===== src/rtl/svm_pkg.sv =====
package svm_pkg;

    localparam int              RUN_LIMIT = 5;
    localparam int              COMMA_LEN = 7;
    localparam logic [COMMA_LEN-1:0] COMMA_PAT = 7'b0011111;

    typedef struct packed {
        logic rlv;
        logic ncd;
    } win_err_t;

    function automatic logic is_comma(input logic [COMMA_LEN-1:0] hist);
        return hist == COMMA_PAT;
    endfunction

endpackage


===== src/rtl/svm_run_check.sv =====
module svm_run_check #(
    parameter int RUN_LIMIT = svm_pkg::RUN_LIMIT
) (
    input  logic clk,
    input  logic rst,
    input  logic bit_valid,
    input  logic bit_in,
    output logic rlv_hit
);
    localparam int             CW  = $clog2(RUN_LIMIT + 2);
    localparam logic [CW-1:0]  SAT = CW'(RUN_LIMIT + 1);
    localparam logic [CW-1:0]  LIM = CW'(RUN_LIMIT);

    logic [CW-1:0] run_q, run_next;
    logic          last_q, have_q, same;

    always_comb begin
        same     = have_q && (bit_in == last_q);
        run_next = same ? ((run_q == SAT) ? SAT : run_q + 1'b1) : CW'(1);
        rlv_hit  = bit_valid && (run_next > LIM);
    end

    always_ff @(posedge clk) begin
        if (rst) begin
            run_q  <= '0;
            last_q <= 1'b0;
            have_q <= 1'b0;
        end else if (bit_valid) begin
            run_q  <= run_next;
            last_q <= bit_in;
            have_q <= 1'b1;
        end
    end


    rlv_same_chk: assert property (@(posedge clk) disable iff (rst)
        rlv_hit |-> (have_q && bit_in == last_q));


    rlv_idle_chk: assert property (@(posedge clk) disable iff (rst)
        !bit_valid |-> !rlv_hit);

endmodule


===== src/rtl/svm_comma_check.sv =====
module svm_comma_check (
    input  logic clk,
    input  logic rst,
    input  logic bit_valid,
    input  logic bit_in,
    output logic comma_hit
);
    import svm_pkg::*;

    localparam int            FW   = $clog2(COMMA_LEN);
    localparam logic [FW-1:0] FULL = FW'(COMMA_LEN - 1);

    logic [COMMA_LEN-1:0] hist_q, hist_next;
    logic [FW-1:0]        fill_q;

    always_comb begin
        hist_next = {hist_q[COMMA_LEN-2:0], bit_in};
        comma_hit = bit_valid && (fill_q == FULL) && is_comma(hist_next);
    end

    always_ff @(posedge clk) begin
        if (rst) begin
            hist_q <= '0;
            fill_q <= '0;
        end else if (bit_valid) begin
            hist_q <= hist_next;
            if (fill_q != FULL) fill_q <= fill_q + 1'b1;
        end
    end


    comma_tail_chk: assert property (@(posedge clk) disable iff (rst)
        comma_hit |-> (bit_valid && bit_in));

endmodule


===== src/rtl/svm_window.sv =====
module svm_window #(
    parameter int WIN_LOG2 = 15
) (
    input  logic              clk,
    input  logic              rst,
    input  logic              bit_valid,
    input  logic              rlv_hit,
    input  logic              comma_hit,
    output logic              data_valid,
    output svm_pkg::win_err_t win_err
);
    logic [WIN_LOG2-1:0] cnt_q;
    logic                rlv_seen_q, comma_seen_q, last_bit;
    svm_pkg::win_err_t   closing;

    always_comb begin
        last_bit    = bit_valid && (&cnt_q);
        closing.rlv = rlv_seen_q | rlv_hit;
        closing.ncd = !(comma_seen_q | comma_hit);
    end

    always_ff @(posedge clk) begin
        if (rst) begin
            cnt_q        <= '0;
            rlv_seen_q   <= 1'b0;
            comma_seen_q <= 1'b0;
            data_valid   <= 1'b0;
            win_err      <= '0;
        end else begin
            if (bit_valid) cnt_q <= cnt_q + 1'b1;
            if (last_bit) begin
                rlv_seen_q   <= 1'b0;
                comma_seen_q <= 1'b0;
                win_err      <= closing;
                data_valid   <= !(closing.rlv || closing.ncd);
            end else begin
                if (rlv_hit)   rlv_seen_q   <= 1'b1;
                if (comma_hit) comma_seen_q <= 1'b1;
            end
        end
    end


    verdict_hold_chk: assert property (@(posedge clk) disable iff (rst)
        !last_bit |=> ($stable(data_valid) && $stable(win_err)));


    err_drop_chk: assert property (@(posedge clk) disable iff (rst)
        (last_bit && (rlv_seen_q || rlv_hit)) |=> !data_valid);


    clean_rise_chk: assert property (@(posedge clk) disable iff (rst)
        (last_bit && !rlv_seen_q && !rlv_hit && (comma_seen_q || comma_hit)) |=> data_valid);

endmodule


===== src/rtl/serial_validity_monitor.sv =====
module serial_validity_monitor #(
    parameter int WIN_LOG2  = 15,
    parameter int RUN_LIMIT = svm_pkg::RUN_LIMIT
) (
    input  logic clk,
    input  logic rst,
    input  logic bit_in,
    input  logic bit_valid,
    output logic data_valid,
    output logic win_rlv_err,
    output logic win_ncd_err
);
    logic              rlv_hit, comma_hit;
    svm_pkg::win_err_t win_err;

    svm_run_check #(.RUN_LIMIT(RUN_LIMIT)) i_run (
        .clk(clk), .rst(rst), .bit_valid(bit_valid), .bit_in(bit_in), .rlv_hit(rlv_hit)
    );

    svm_comma_check i_comma (
        .clk(clk), .rst(rst), .bit_valid(bit_valid), .bit_in(bit_in), .comma_hit(comma_hit)
    );

    svm_window #(.WIN_LOG2(WIN_LOG2)) i_win (
        .clk(clk), .rst(rst), .bit_valid(bit_valid), .rlv_hit(rlv_hit),
        .comma_hit(comma_hit), .data_valid(data_valid), .win_err(win_err)
    );

    assign win_rlv_err = win_err.rlv;
    assign win_ncd_err = win_err.ncd;

    generate
        if (RUN_LIMIT >= 5) begin : g_excl
            // R2 (a completed comma ends a run of exactly five ones)
            comma_not_rlv_chk: assert property (@(posedge clk) disable iff (rst)
                comma_hit |-> !rlv_hit);
        end
    endgenerate

endmodule


===== config.mk =====
export PLATFORM = sky130hd
export DESIGN_NAME = serial_validity_monitor
export DESIGN_NICKNAME = d
export VERILOG_FILES = /design/src/rtl/svm_pkg.sv /design/src/rtl/svm_run_check.sv /design/src/rtl/svm_comma_check.sv /design/src/rtl/svm_window.sv /design/src/rtl/serial_validity_monitor.sv
export SDC_FILE = /design/constraint.sdc
export NUM_CORES = 1
export LEC_CHECK = 0
export ABC_AREA = 1
export BUFFER_PORTS_ARGS = -buffer_cell sky130_fd_sc_hd__clkbuf_2
export CELL_PAD_IN_SITES_DETAIL_PLACEMENT = 1
export CELL_PAD_IN_SITES_GLOBAL_PLACEMENT = 1
export CORE_ASPECT_RATIO = 1.4
export CORE_MARGIN = 2
export CORE_UTILIZATION = 44
export DETAILED_ROUTE_END_ITERATION = 10
export PLACE_DENSITY_LB_ADDON = 0.25
export SYNTH_ARGS = -nofsm -noshare
export SYNTH_HDL_FRONTEND = slang
export SYNTH_HIERARCHICAL = 1
export SYNTH_SLANG_ARGS = --single-unit

===== constraint.sdc =====
create_clock -name clk -period 1.73 [get_ports clk]
set_clock_uncertainty 0.15 [all_clocks]
set_input_delay 0.173 -clock clk [delete_from_list [all_inputs] [get_ports clk]]
set_output_delay 0.173 -clock clk [all_outputs]
set_load 0.005 [all_outputs]

Word level (Yosys, flattened, before mapping):

Index checks and enable logic that the tools add are counted.

* add/sub/neg operators: 3
* mux-type cells: 2
* eq/ne operators: 5
* reduce and logical (&&, ||, !) cells: 11
* bitwise logic cells: 2
* $lt $le $gt $ge: 1

Operator list (number)
* adder 15 x 1 -> 15 bit (second input constant): 1
* AND reduction 15 bit: 1
* == test 7 x 5 -> 1 bit (second input constant): 1
* adder 3 x 1 -> 3 bit (second input constant): 2
* == test 3 bit (second input constant): 2
* 2-to-1 mux 3 bit: 2
* logical AND 1 bit: 5
* > comparator 3 bit (second input constant): 1
* != test 3 bit (second input constant): 1
* logical NOT 1 bit: 2
* OR 1 bit: 2
* AND reduction 2 bit: 1
* OR reduction 2 bit: 1
* == test 1 bit: 1
* logical OR 1 bit: 1

* word-level logic and storage cells: 35
* input bits: 4
* output and inout bits: 3
* register bits: 34

Depth between registers and ports, before layout:

Gate-level depths: netlist (run 1).

* depth after elaboration: 8
* mapped depth: 11
* depth with buffers taken out: 11

By module:

Netlist (run 1), hierarchy kept.

By module, submodules not included
* svm_window: cells an instance 130, area each 939.7 sq um, sequential area each 400.4 sq um, instances 1
* svm_comma_check: cells an instance 54, area each 416.6 sq um, sequential area each 180.2 sq um, instances 1
* svm_run_check: cells an instance 38, area each 256.5 sq um, sequential area each 100.1 sq um, instances 1

Worst setup path before layout (run 1):

Ideal clock, no wire load.

* path type: reg2reg
* start point: reg i_run.run_q[0]
* end point: reg i_win.data_valid
* data arrival time: 1211 ps
* data required time: 1516 ps
* path buffers: 0
* stages on the path, launching flop included: 12
* period minus slack after synthesis: 1425 ps
* library setup time: 64 ps
* setup slack: 305 ps
* cells stage by stage: dfxtp_1 > inv_1 > ha_1 > nand2_1 > nand3_1 > inv_1 > nor2_1 > nor2_1 > o21ai_0 > nand2_1 > nand2_1 > nor2_1

* word-level cells in the longest chain between the ends: 8
* elaborated cells on any way between the ends: 9
* classes of those cells: 1 x add/sub; 1 x order compare; 1 x eq/ne; 2 x mux; 1 x bitwise; 3 x reduce/logical

RTL lines
* start: declaration: line svm_run_check.sv:14 `logic [CW-1:0] run_q, run_next;`
* start signal: assignment: line svm_run_check.sv:29 `run_q <= run_next;`
* adder 3 x 1 -> 3 bit / == test 3 bit (equally long branches): line svm_run_check.sv:19 `run_next = same ? ((run_q == SAT) ? SAT : run_q + 1'b1) : CW'(1);`
* 2-to-1 mux 3 bit (*) (2 in series): line svm_run_check.sv:19
* > comparator 3 bit (*): line svm_run_check.sv:20 `rlv_hit = bit_valid && (run_next > LIM);`
* logical AND 1 bit (*): line svm_run_check.sv:20
* named net rlv_hit: line serial_validity_monitor.sv:13 `logic rlv_hit, comma_hit;`
* OR 1 bit (*): line svm_window.sv:18 `closing.rlv = rlv_seen_q | rlv_hit;`
* logical OR 1 bit (*): line svm_window.sv:35 `data_valid <= !(closing.rlv || closing.ncd);`
* logical NOT 1 bit (*): line svm_window.sv:35
* end signal: assignment: line svm_window.sv:35
* end: declaration: line svm_window.sv:9 `output logic data_valid,`

Mark *: on every way through the listed nets, which the timed path passes. The rest lies on a longest branch.
A chain may end at the register's enable or synchronous reset.

Worst setup path after layout (run 1):

* start point: reg i_win.cnt_q[0]
* end point: reg i_win.cnt_q[8]

* word-level cells in the longest chain between the ends: 1

RTL lines
* start: declaration: line svm_window.sv:12 `logic [WIN_LOG2-1:0] cnt_q;`
* start signal: assignment: line svm_window.sv:30 `if (bit_valid) cnt_q <= cnt_q + 1'b1;`
* adder 15 x 1 -> 15 bit: line svm_window.sv:30

Every way passes these cells.

==> results of run 1 <==
-- flip-flops by register name, indices dropped and copies added, names as in the netlist, 2 cells and up --
name,flops
i_comma/fill_q,3
i_win/win_err,2
i_comma/hist_q,6
i_win/cnt_q,15
i_run/run_q,3
-- worst max-delay path, stage by stage (launching register included) --
cell and delay, ps:
dfxtp_1 380, ha_1 230, nand3_2 120, nor2_4 190, nand2_4 100, o21ai_0 200
a21oi_1 60
-- through the flow --
step	total power, uW	util [%]
2_1_floorplan	911	-
3_3_place_gp	941	47.3
3_5_place_dp	945	47.3
4_1_cts	1560	50.2
5_1_grt	1610	50.3
6_report	1530	50.3
-- placed cells by master, fill, tap and decap left out --
cell and n:
nand2_1 39, nand2_2 2, clkbuf_1 1, xnor2_1 2, clkbuf_2 6, nand3_2 3
a211oi_1 1, nor2_2 6, a21oi_1 13, dfxtp_2 1, o21ai_0 10, clkinv_2 1
nor2_1 44, xor2_1 2, inv_1 30, o21ai_1 3, nand3_1 10, buf_4 3
nor2_4 3, ha_1 5, dfxtp_1 33, o21ai_2 1, clkbuf_8 6, nor3_1 2
nand4_1 3, and3_1 1, inv_2 1, nor3_2 1, o21bai_2 1, nand2_4 1
o21bai_1 1, dlygate4sd3_1 1
-- logic make-up (layout without fill, tap and decap cells) --
| kind of cell | count (synthesis) | after routing | share of synthesized area (%) |
|---|---|---|---|
| AO/OA/AOI/OAI | 30 | 30 | 10.2 |
| XOR/XNOR | 4 | 4 | 2.17 |
| adder cells (fa/ha/maj) | 5 | 5 | 3.88 |
| buffers and inverters | 34 | 49 | 8.69 |
| flip-flops | 34 | 34 | 42.2 |
| AND/OR/NAND/NOR | 115 | 115 | 32.8 |
-- power by group through the flow --
| stage | registers (uW) | clock network, uW | logic [uW] |
|---|---|---|---|
| floorplan | 838 | 0 | 73.3 |
| global placement | 841 | 0 | 99.2 |
| detailed placement | 843 | 0 | 103 |
| CTS | 825 | 625 | 106 |
| global route | 828 | 659 | 120 |
| finish | 825 | 602 | 104 |
-- metal layers --
metal  up-vias  global-route usage [%]  routed length (um)
met4         0                    5.69                  17
met2         8                    35.4                1790
met3         2                    4.71                  64
met1       658                    20.6                1490
met5         -                       0                   0
li1        722                       -                   -
-- layout make-up --
| type | instances | area (um^2) | area share, % |
|---|---|---|---|
| flip-flops and latches | 34 | 682 | 37.9 |
| clock inverters | 1 | 5.00 | 0.278 |
| inverters | 31 | 116 | 6.47 |
| clock buffers | 7 | 86.3 | 4.80 |
| well taps | 42 | 52.6 | 2.92 |
| repair buffers | 10 | 62.6 | 3.48 |
| multi-input cells | 154 | 795 | 44.2 |
-- worst max-delay path by stage --
stage | startpoint | end | slack (ps) | cells after the start
6_report | i_win/cnt_q[0] | i_win/cnt_q[8] | 180 | 6
5_1_grt | i_run/run_q[0] | i_win/data_valid | 20 | 11
4_1_cts | i_run/run_q[0] | i_win/data_valid | 70 | 11
3_5_place_dp | i_run/run_q[0] | i_win/data_valid | 100 | 11
3_3_place_gp | i_run/run_q[0] | i_win/data_valid | 120 | 11
2_1_floorplan | i_run/run_q[0] | i_win/data_valid | 310 | 11
-- timing repair --
action                                  4_1_cts  5_1_grt
hold endpoints to repair                      1        0
hold buffers                                  1        0
resized for setup                             0        3
endpoints found under the setup margin        0        2
==> run_results.csv, run 1 <==
group,metric,value,unit
global_routing,track_usage,19.1,%
sta,tightest_slew,421,ps
yosys,yosysMostFrequentCell,"nor2_1",
detailed_routing,drt_first_pass_iters,3,
finish,syn_to_final_growth,11.6,%
worst_setup_path,r2r-start,"i_win/cnt_q[0]",
power_and_ir_drop,p_seq_share,53.9,%
cts,cts_tree,"done",
yosys,synthesis.area_per_instance,7.26,um^2
detailed_routing,drt-total-wl,3370,um
sta,hold_slack,66.9,ps
outcome,status,"finished clean",
detailed_routing,wl_per_cell,12.1,um
sta,slew_headroom,71.9,%
worst_setup_path,arrival,1570,ps
yosys,yosys.area.top_type,"dfxtp_1",
yosys,synth_area_leaders,"dfxtp_1 (42%), nor2_1 (10%), nand2_1 (9.1%)",
run,drv_cap,0,
worst_setup_path,reg2reg_depth,6,
floorplan,start_util,45.1,%
cts,clock-root-buffer,"clkbuf_8",
yosys,synth_nets,231,
worst_setup_path,rrSetupSlack,180,ps
yosys,syn_inst,222,
detailed_routing,first_iter_violations,8,
sta,max_freq,645,MHz
placement,routabilityCongestion,0.739,
placement,placed_area,0.00169,mm^2
placement,numPortBuffers,6,
yosys,synth_seq_cells,34,
sta,finalWorstSetupSlack,180,ps
yosys,yosys.area.top_type_share,42.2,%
floorplan,die_w,55.2,um
sta,min_period,1550,ps
worst_setup_path,path_class,"reg -> reg",
yosys,synth_top_cells_by_count,"nor2_1 (45), nand2_1 (39), dfxtp_1 (34)",
yosys,synth-seq-area-share,42.2,%
yosys,syn_area,0.00161,mm^2
power_and_ir_drop,peakVddDrop,0.501,mV
worst_setup_path,rr_endpoint,"i_win/cnt_q[8]",
yosys,yosys_most_used_dff,"dfxtp_1",
power_and_ir_drop,p_leak,0.000789,uW
power_and_ir_drop,p_per_area,851,mW/mm^2
global_routing,antenna_found_initial,0,
yosys,async_reset_ff_share,0,%
power_and_ir_drop,power_switching,365,uW
sta,period_share,89.6,%
cts,clock_path_buffers,2,
sta,maxSlewViolCount,0,
worst_setup_path,required,1750,ps
placement,hpwl,2500,um
worst_setup_path,path_max_fanout,5,
finish,antenna_cells,0,
yosys,synth_cell_types,28,
global_routing,first_global_vias,1399,
detailed_routing,vias,1390,
global_routing,grt_overflow,0,
cts,cts_sinks,34,
finish,nNetsFinal,245,
worst_setup_path,cp-end-kind,"register",
cts,cts.clk_slew.worst_paths,70,ps
placement,pre_cts_slack,97.6,ps
min_path,min-delay-start,"bit_in",
power_and_ir_drop,power_frac_clock,39.3,%
finish,fin_cells,279,
cts,clock_latency,280,ps
detailed_routing,drt.antenna.violating_nets,0,
floorplan,die-area,0.00417,mm^2
worst_setup_path,critPathLaunchType,"register",
sta,timing_hold_violations_final,0,
finish,final_design_area_no_fill,0.00180,mm^2
floorplan,die_h,75.6,um
sta,tns,0,ps
min_path,whs_path_depth,3,
finish,final.fill_count,490,
yosys,ys_warn_count,6,
power_and_ir_drop,internal_power,1170,uW
global_routing,grt_start_max_net_pins,15,
power_and_ir_drop,swShare,23.8,%
finish,drive_gt1_share,15.2,%
sta,rsz0062_at_grt,"false",
min_path,min_path_type,"in -> reg",
global_routing,grt_pass1_wl,5800,um
detailed_routing,vias_per_cell,4.98,
sta,final-setup-viol-count,0,
detailed_routing,drc,0,
power_and_ir_drop,p_comb_share,6.8,%
min_path,min_to,"i_run/last_q",
floorplan,core,0.00358,mm^2
floorplan,num_rows,26,
yosys,synth_edf_count,0,
floorplan,ios,7,
cts,cts_setup_buffers,0,
cts,ctsHtreeMaxLevel,2,
placement,placed_cells,270,
cts,cts_buffers,5,
No activity file was read; power rests on OpenSTA's default activity.
==> inputs of run 2 (changes only) <==
- CORE_UTILIZATION: 44 -> 35
==> run_results.csv, run 2 (synthesis gave the netlist of run 1 again) <==
group,metric,value,unit
placement,routabilityCongestion,0.801,
min_path,min_path_type,"in -> reg",
global_routing,grt_pass1_wl,5550,um
detailed_routing,vias_per_cell,4.56,
finish,antenna_cells,0,
finish,syn_to_final_growth,13.7,%
global_routing,antenna_found_initial,0,
power_and_ir_drop,swShare,24.6,%
sta,min_period,1580,ps
power_and_ir_drop,p_leak,0.000792,uW
finish,reg.largest.list,"i_win/cnt_q: 15 flops, i_comma/hist_q: 6 flops",
sta,final-setup-viol-count,0,
finish,drive_gt1_share,16.4,%
cts,cts.clk_slew.worst_paths,70,ps
floorplan,die-area,0.00517,mm^2
detailed_routing,first_iter_violations,26,
finish,final_common_cell,"nor2_1",
finish,top_register,"i_win/cnt_q",
finish,final.fill_count,619,
cts,clock_latency,280,ps
finish,final_util,40.7,%
worst_setup_path,cp-end-kind,"register",
run,drv_cap,0,
cts,clock_path_buffers,2,
floorplan,core,0.00450,mm^2
global_routing,grt_start_max_net_pins,14,
cts,cts_tree,"done",
worst_setup_path,cp_cell_sequence,"inv_1 > ha_1 > nand2_1 > nand3_1 > inv_1 > nor2_1 > nor2_2 > o21ai_0 > nand2_1 > nand2_1 > nor2_1",
detailed_routing,drc,0,
floorplan,start_util,35.8,%
detailed_routing,vias,1367,
cts,clock-root-buffer,"clkbuf_8",
cts,cts_hold_buf,0,
placement,placed_area,0.00173,mm^2
power_and_ir_drop,p_comb_share,6.6,%
power_and_ir_drop,p_per_area,844,mW/mm^2
sta,hold_slack,29.7,ps
min_path,min_to,"i_run/run_q[1]",
power_and_ir_drop,power_switching,381,uW
worst_setup_path,r2r-start,"i_run/run_q[0]",
worst_setup_path,slowest_delay,340,ps
floorplan,num_rows,29,
outcome,status,"finished clean",
detailed_routing,drt_first_pass_iters,3,
power_and_ir_drop,p_seq_share,53.3,%
power_and_ir_drop,power_frac_clock,40.1,%
worst_setup_path,cp_top_family,"simple AND/OR/NAND/NOR gates",
global_routing,grt_overflow,0,
worst_setup_path,crit_start,"i_run/run_q[0]",
finish,nNetsFinal,246,
detailed_routing,drt-total-wl,3290,um
global_routing,first_global_vias,1348,
worst_setup_path,cp_common_cell,"nand2_1",
min_path,min-delay-start,"rst",
floorplan,die_w,61.4,um
finish,largest_reg_flops,15,
placement,numPortBuffers,6,
power_and_ir_drop,internal_power,1170,uW
detailed_routing,drt.antenna.violating_nets,0,
worst_setup_path,required,1810,ps
sta,tns,0,ps
worst_setup_path,critPathLaunchType,"register",
worst_setup_path,cp_slowest_cell,"dfxtp_2",
worst_setup_path,rr_endpoint,"i_win/data_valid",
worst_setup_path,rrSetupSlack,150,ps
worst_setup_path,path_max_fanout,3,
sta,max_freq,634,MHz
cts,cts_sinks,34,
worst_setup_path,reg2reg_depth,11,
sta,tightest_slew,399,ps
cts,ctsHtreeMaxLevel,2,
finish,final_design_area_no_fill,0.00183,mm^2
worst_setup_path,arrival,1650,ps
sta,maxSlewViolCount,0,
global_routing,track_usage,14.3,%
sta,period_share,91.2,%
finish,layout_common_cells,"nor2_1 (44), nand2_1 (39), dfxtp_1 (33)",
sta,slew_headroom,73.4,%
power_and_ir_drop,peakVddDrop,0.385,mV
placement,hpwl,2470,um
sta,timing_hold_violations_final,0,
min_path,whs_path_depth,2,
floorplan,ios,7,
worst_setup_path,cp_num_buf_inv,2,
worst_setup_path,path_depth,11,
cts,cts_buffers,5,
detailed_routing,wl_per_cell,11.0,um
floorplan,die_h,84.3,um
worst_setup_path,path_class,"reg -> reg",
-- run 2: changes by cell type in the layout (fill, tap and decap cells not counted) --
cell           before  now
dlygate4sd3_1       1    0
clkinvlp_4          0    1
buf_4               3    5
o21ai_1             3    2
clkbuf_1            1    0
o21ai_0            10   11
-- run 2: cell type report --
cell class	instances	area, um^2	share of cell area (%)
sequential	34	682	37.2
timing repair buffer	11	67.6	3.69
inverter	31	116	6.35
clock inverter	2	12.5	0.683
multi-input combinational	154	795	43.3
clock buffer	6	82.6	4.51
tap	62	77.6	4.23
-- run 2: how the worst max path moves through the flow --
| stage | to | slack (ps) |
|---|---|---|
| floorplan | i_win/data_valid | 310 |
| global placement | i_win/data_valid | 150 |
| detailed placement | i_win/data_valid | 90 |
| CTS | i_win/data_valid | 50 |
| global route | i_win/data_valid | -7 |
| finish | i_win/data_valid | 150 |
-- run 2: repair_timing --
item                                    4_1_cts  5_1_grt
endpoints found under the setup margin        0        2
gates resized for setup                       0        2
buffers inserted                              0        1
-- run 2: metal layers --
layer | up-vias | GRT usage, % | wire (um)
met5 | - | 0 | 0
met4 | 0 | 7.35 | 74
met3 | 6 | 3.70 | 67
met2 | 9 | 24.7 | 1660
met1 | 624 | 15.3 | 1480
li1 | 728 | - | -
-- run 2: per-stage QoR --
step | power, uW | cells | worst slack, ps
after floorplan | 911 | 222 | 305
after global placement | 942 | 291 | 145
after detailed placement | 947 | 291 | 88.8
after CTS | 1580 | 299 | 50.9
after global routing | 1620 | 300 | -7.00
final | 1550 | 300 | 153
-- run 2: power by group through the flow --
stage / registers (uW) / clock network, uW / logic (uW)
final: 824 / 620 / 102
after global routing: 827 / 678 / 119
after CTS: 824 / 647 / 105
after detailed placement: 842 / 0 / 104
after global placement: 841 / 0 / 101
after floorplan: 838 / 0 / 73.3
==> inputs of run 3 (changes only) <==
- REMOVE_ABC_BUFFERS: not set -> 1
==> run_results.csv, run 3 (synthesis gave the netlist of run 1 again) <==
group,metric,value,unit
worst_setup_path,critPathLaunchType,"register",
min_path,whs_path_depth,3,
detailed_routing,drc,0,
power_and_ir_drop,internal_power,1150,uW
floorplan,ios,7,
placement,placed_cells,291,
finish,drive_gt1_share,15.7,%
cts,cts_sinks,34,
cts,cts.clk_slew.worst_paths,60,ps
sta,final-setup-viol-count,0,
sta,finalWorstSetupSlack,186,ps
sta,tightest_slew,380,ps
min_path,min-delay-start,"bit_in",
power_and_ir_drop,p_leak,0.000789,uW
global_routing,track_usage,14.7,%
global_routing,grt_use_met1,16.0,%
sta,tns,0,ps
sta,max_freq,648,MHz
worst_setup_path,rrSetupSlack,190,ps
global_routing,use_met3,4.62,%
global_routing,grt_overflow,0,
power_and_ir_drop,power_switching,344,uW
detailed_routing,first_iter_violations,35,
cts,cts_buffers,5,
worst_setup_path,required,1800,ps
cts,clock-root-buffer,"clkbuf_8",
min_path,min_to,"i_run/last_q",
placement,hpwl,2410,um
floorplan,die_w,61.4,um
floorplan,die-area,0.00517,mm^2
sta,timing_hold_violations_final,0,
worst_setup_path,path_max_fanout,3,
cts,cts_tree,"done",
detailed_routing,drt.antenna.violating_nets,0,
finish,antenna_cells,0,
worst_setup_path,cp-end-kind,"register",
worst_setup_path,rr_endpoint,"i_win/data_valid",
sta,period_share,89.2,%
sta,slew_headroom,74.6,%
placement,routabilityCongestion,0.683,
run,drv_cap,0,
sta,hold_slack,64.8,ps
worst_setup_path,reg2reg_depth,11,
cts,ctsHtreeMaxLevel,2,
finish,final_common_cell,"nor2_1",
detailed_routing,drt_first_pass_iters,4,
finish,layout_common_cells,"nor2_1 (44), nand2_1 (38), dfxtp_1 (33)",
global_routing,grt_pass1_wl,5720,um
floorplan,start_util,35.8,%
finish,reg.largest.list,"i_win/cnt_q: 15 flops, i_comma/hist_q: 6 flops",
min_path,min_path_type,"in -> reg",
outcome,status,"finished clean",
floorplan,die_h,84.3,um
finish,fin_cells,298,
power_and_ir_drop,p_per_area,820,mW/mm^2
worst_setup_path,path_class,"reg -> reg",
finish,syn_to_final_growth,13.2,%
floorplan,core,0.00450,mm^2
placement,pre_cts_slack,44.1,ps
global_routing,first_global_vias,1398,
global_routing,use_met2,24.9,%
sta,rsz0062_at_grt,"false",
floorplan,num_rows,29,
cts,clock_latency,280,ps
detailed_routing,wl_per_cell,10.8,um
global_routing,antenna_found_initial,0,
cts,cts_setup_buffers,0,
sta,maxSlewViolCount,0,
global_routing,grt_start_max_net_pins,14,
detailed_routing,drt-total-wl,3220,um
finish,top_register,"i_win/cnt_q",
placement,numPortBuffers,6,
detailed_routing,vias,1377,
power_and_ir_drop,p_comb_share,6.9,%
power_and_ir_drop,p_seq_share,55.1,%
worst_setup_path,arrival,1620,ps
cts,clock_path_buffers,2,
detailed_routing,vias_per_cell,4.62,
finish,nNetsFinal,246,
finish,largest_reg_flops,15,
sta,min_period,1540,ps
worst_setup_path,r2r-start,"i_run/run_q[0]",
global_routing,busiest_layer,"met2",
power_and_ir_drop,power_frac_clock,38.0,%
power_and_ir_drop,peakVddDrop,0.388,mV
power_and_ir_drop,swShare,23.0,%
==> run 3: worst max-delay path by stage <==
stage / startpoint / endpoint / slack, ps / cells after the start
after global routing: i_run/run_q[0] / i_win/data_valid / 10 / 11
after floorplan: i_run/run_q[0] / i_win/data_valid / 300 / 11
after detailed placement: i_run/run_q[0] / i_win/data_valid / 40 / 11
final: i_run/run_q[0] / i_win/data_valid / 190 / 11
after global placement: i_run/run_q[0] / i_win/data_valid / 60 / 11
after CTS: i_run/run_q[0] / i_win/data_valid / 20 / 11
==> run 3: through the flow <==
step | instance area [um^2] | power, uW | util, %
global route | 1830 | 1580 | 40.6
CTS | 1820 | 1530 | 40.4
detailed placement | 1730 | 946 | 38.4
finish | 1830 | 1500 | 40.6
global placement | 1730 | 943 | 38.4
floorplan | 1590 | 902 | -
==> run 3: worst max-delay path: stages, from the launching register on <==
cell     delay (ps)
dfxtp_2         340
inv_1            60
ha_1            180
nand2_1         100
nand3_1         110
inv_1            60
nor2_1           50
nor2_2          160
o21ai_1          90
nand2_1          70
nand2_1          40
nor2_1           80
==> run 3: power by group through the flow <==
stage,Sequential (uW),Clock (uW),Combinational [uW]
detailed placement,842,0,104
CTS,824,604,106
floorplan,838,0,63.9
global placement,841,0,102
finish,825,570,103
global route,828,632,121
==> run 3: layout make-up <==
cell class	instances	area, um^2
repair buffers	11	70.1
flip-flops and latches	34	682
well taps	62	77.6
clock buffers	6	82.6
multi-input cells	154	797
inverters	31	116
fillers	603	2670
==> run 3: what timing repair did <==
action                     CTS  global route
setup endpoints to repair    0             2
hold buffers                 1             0
resized for setup            0             4
hold endpoints to repair     2             0
==> run 3: metal layers <==
layer  vias up  part of all wire, %
li1        723                    -
met2         8                   50
met5         -                    0
met3         6                  2.5
met4         0                  2.3
met1       640                   45
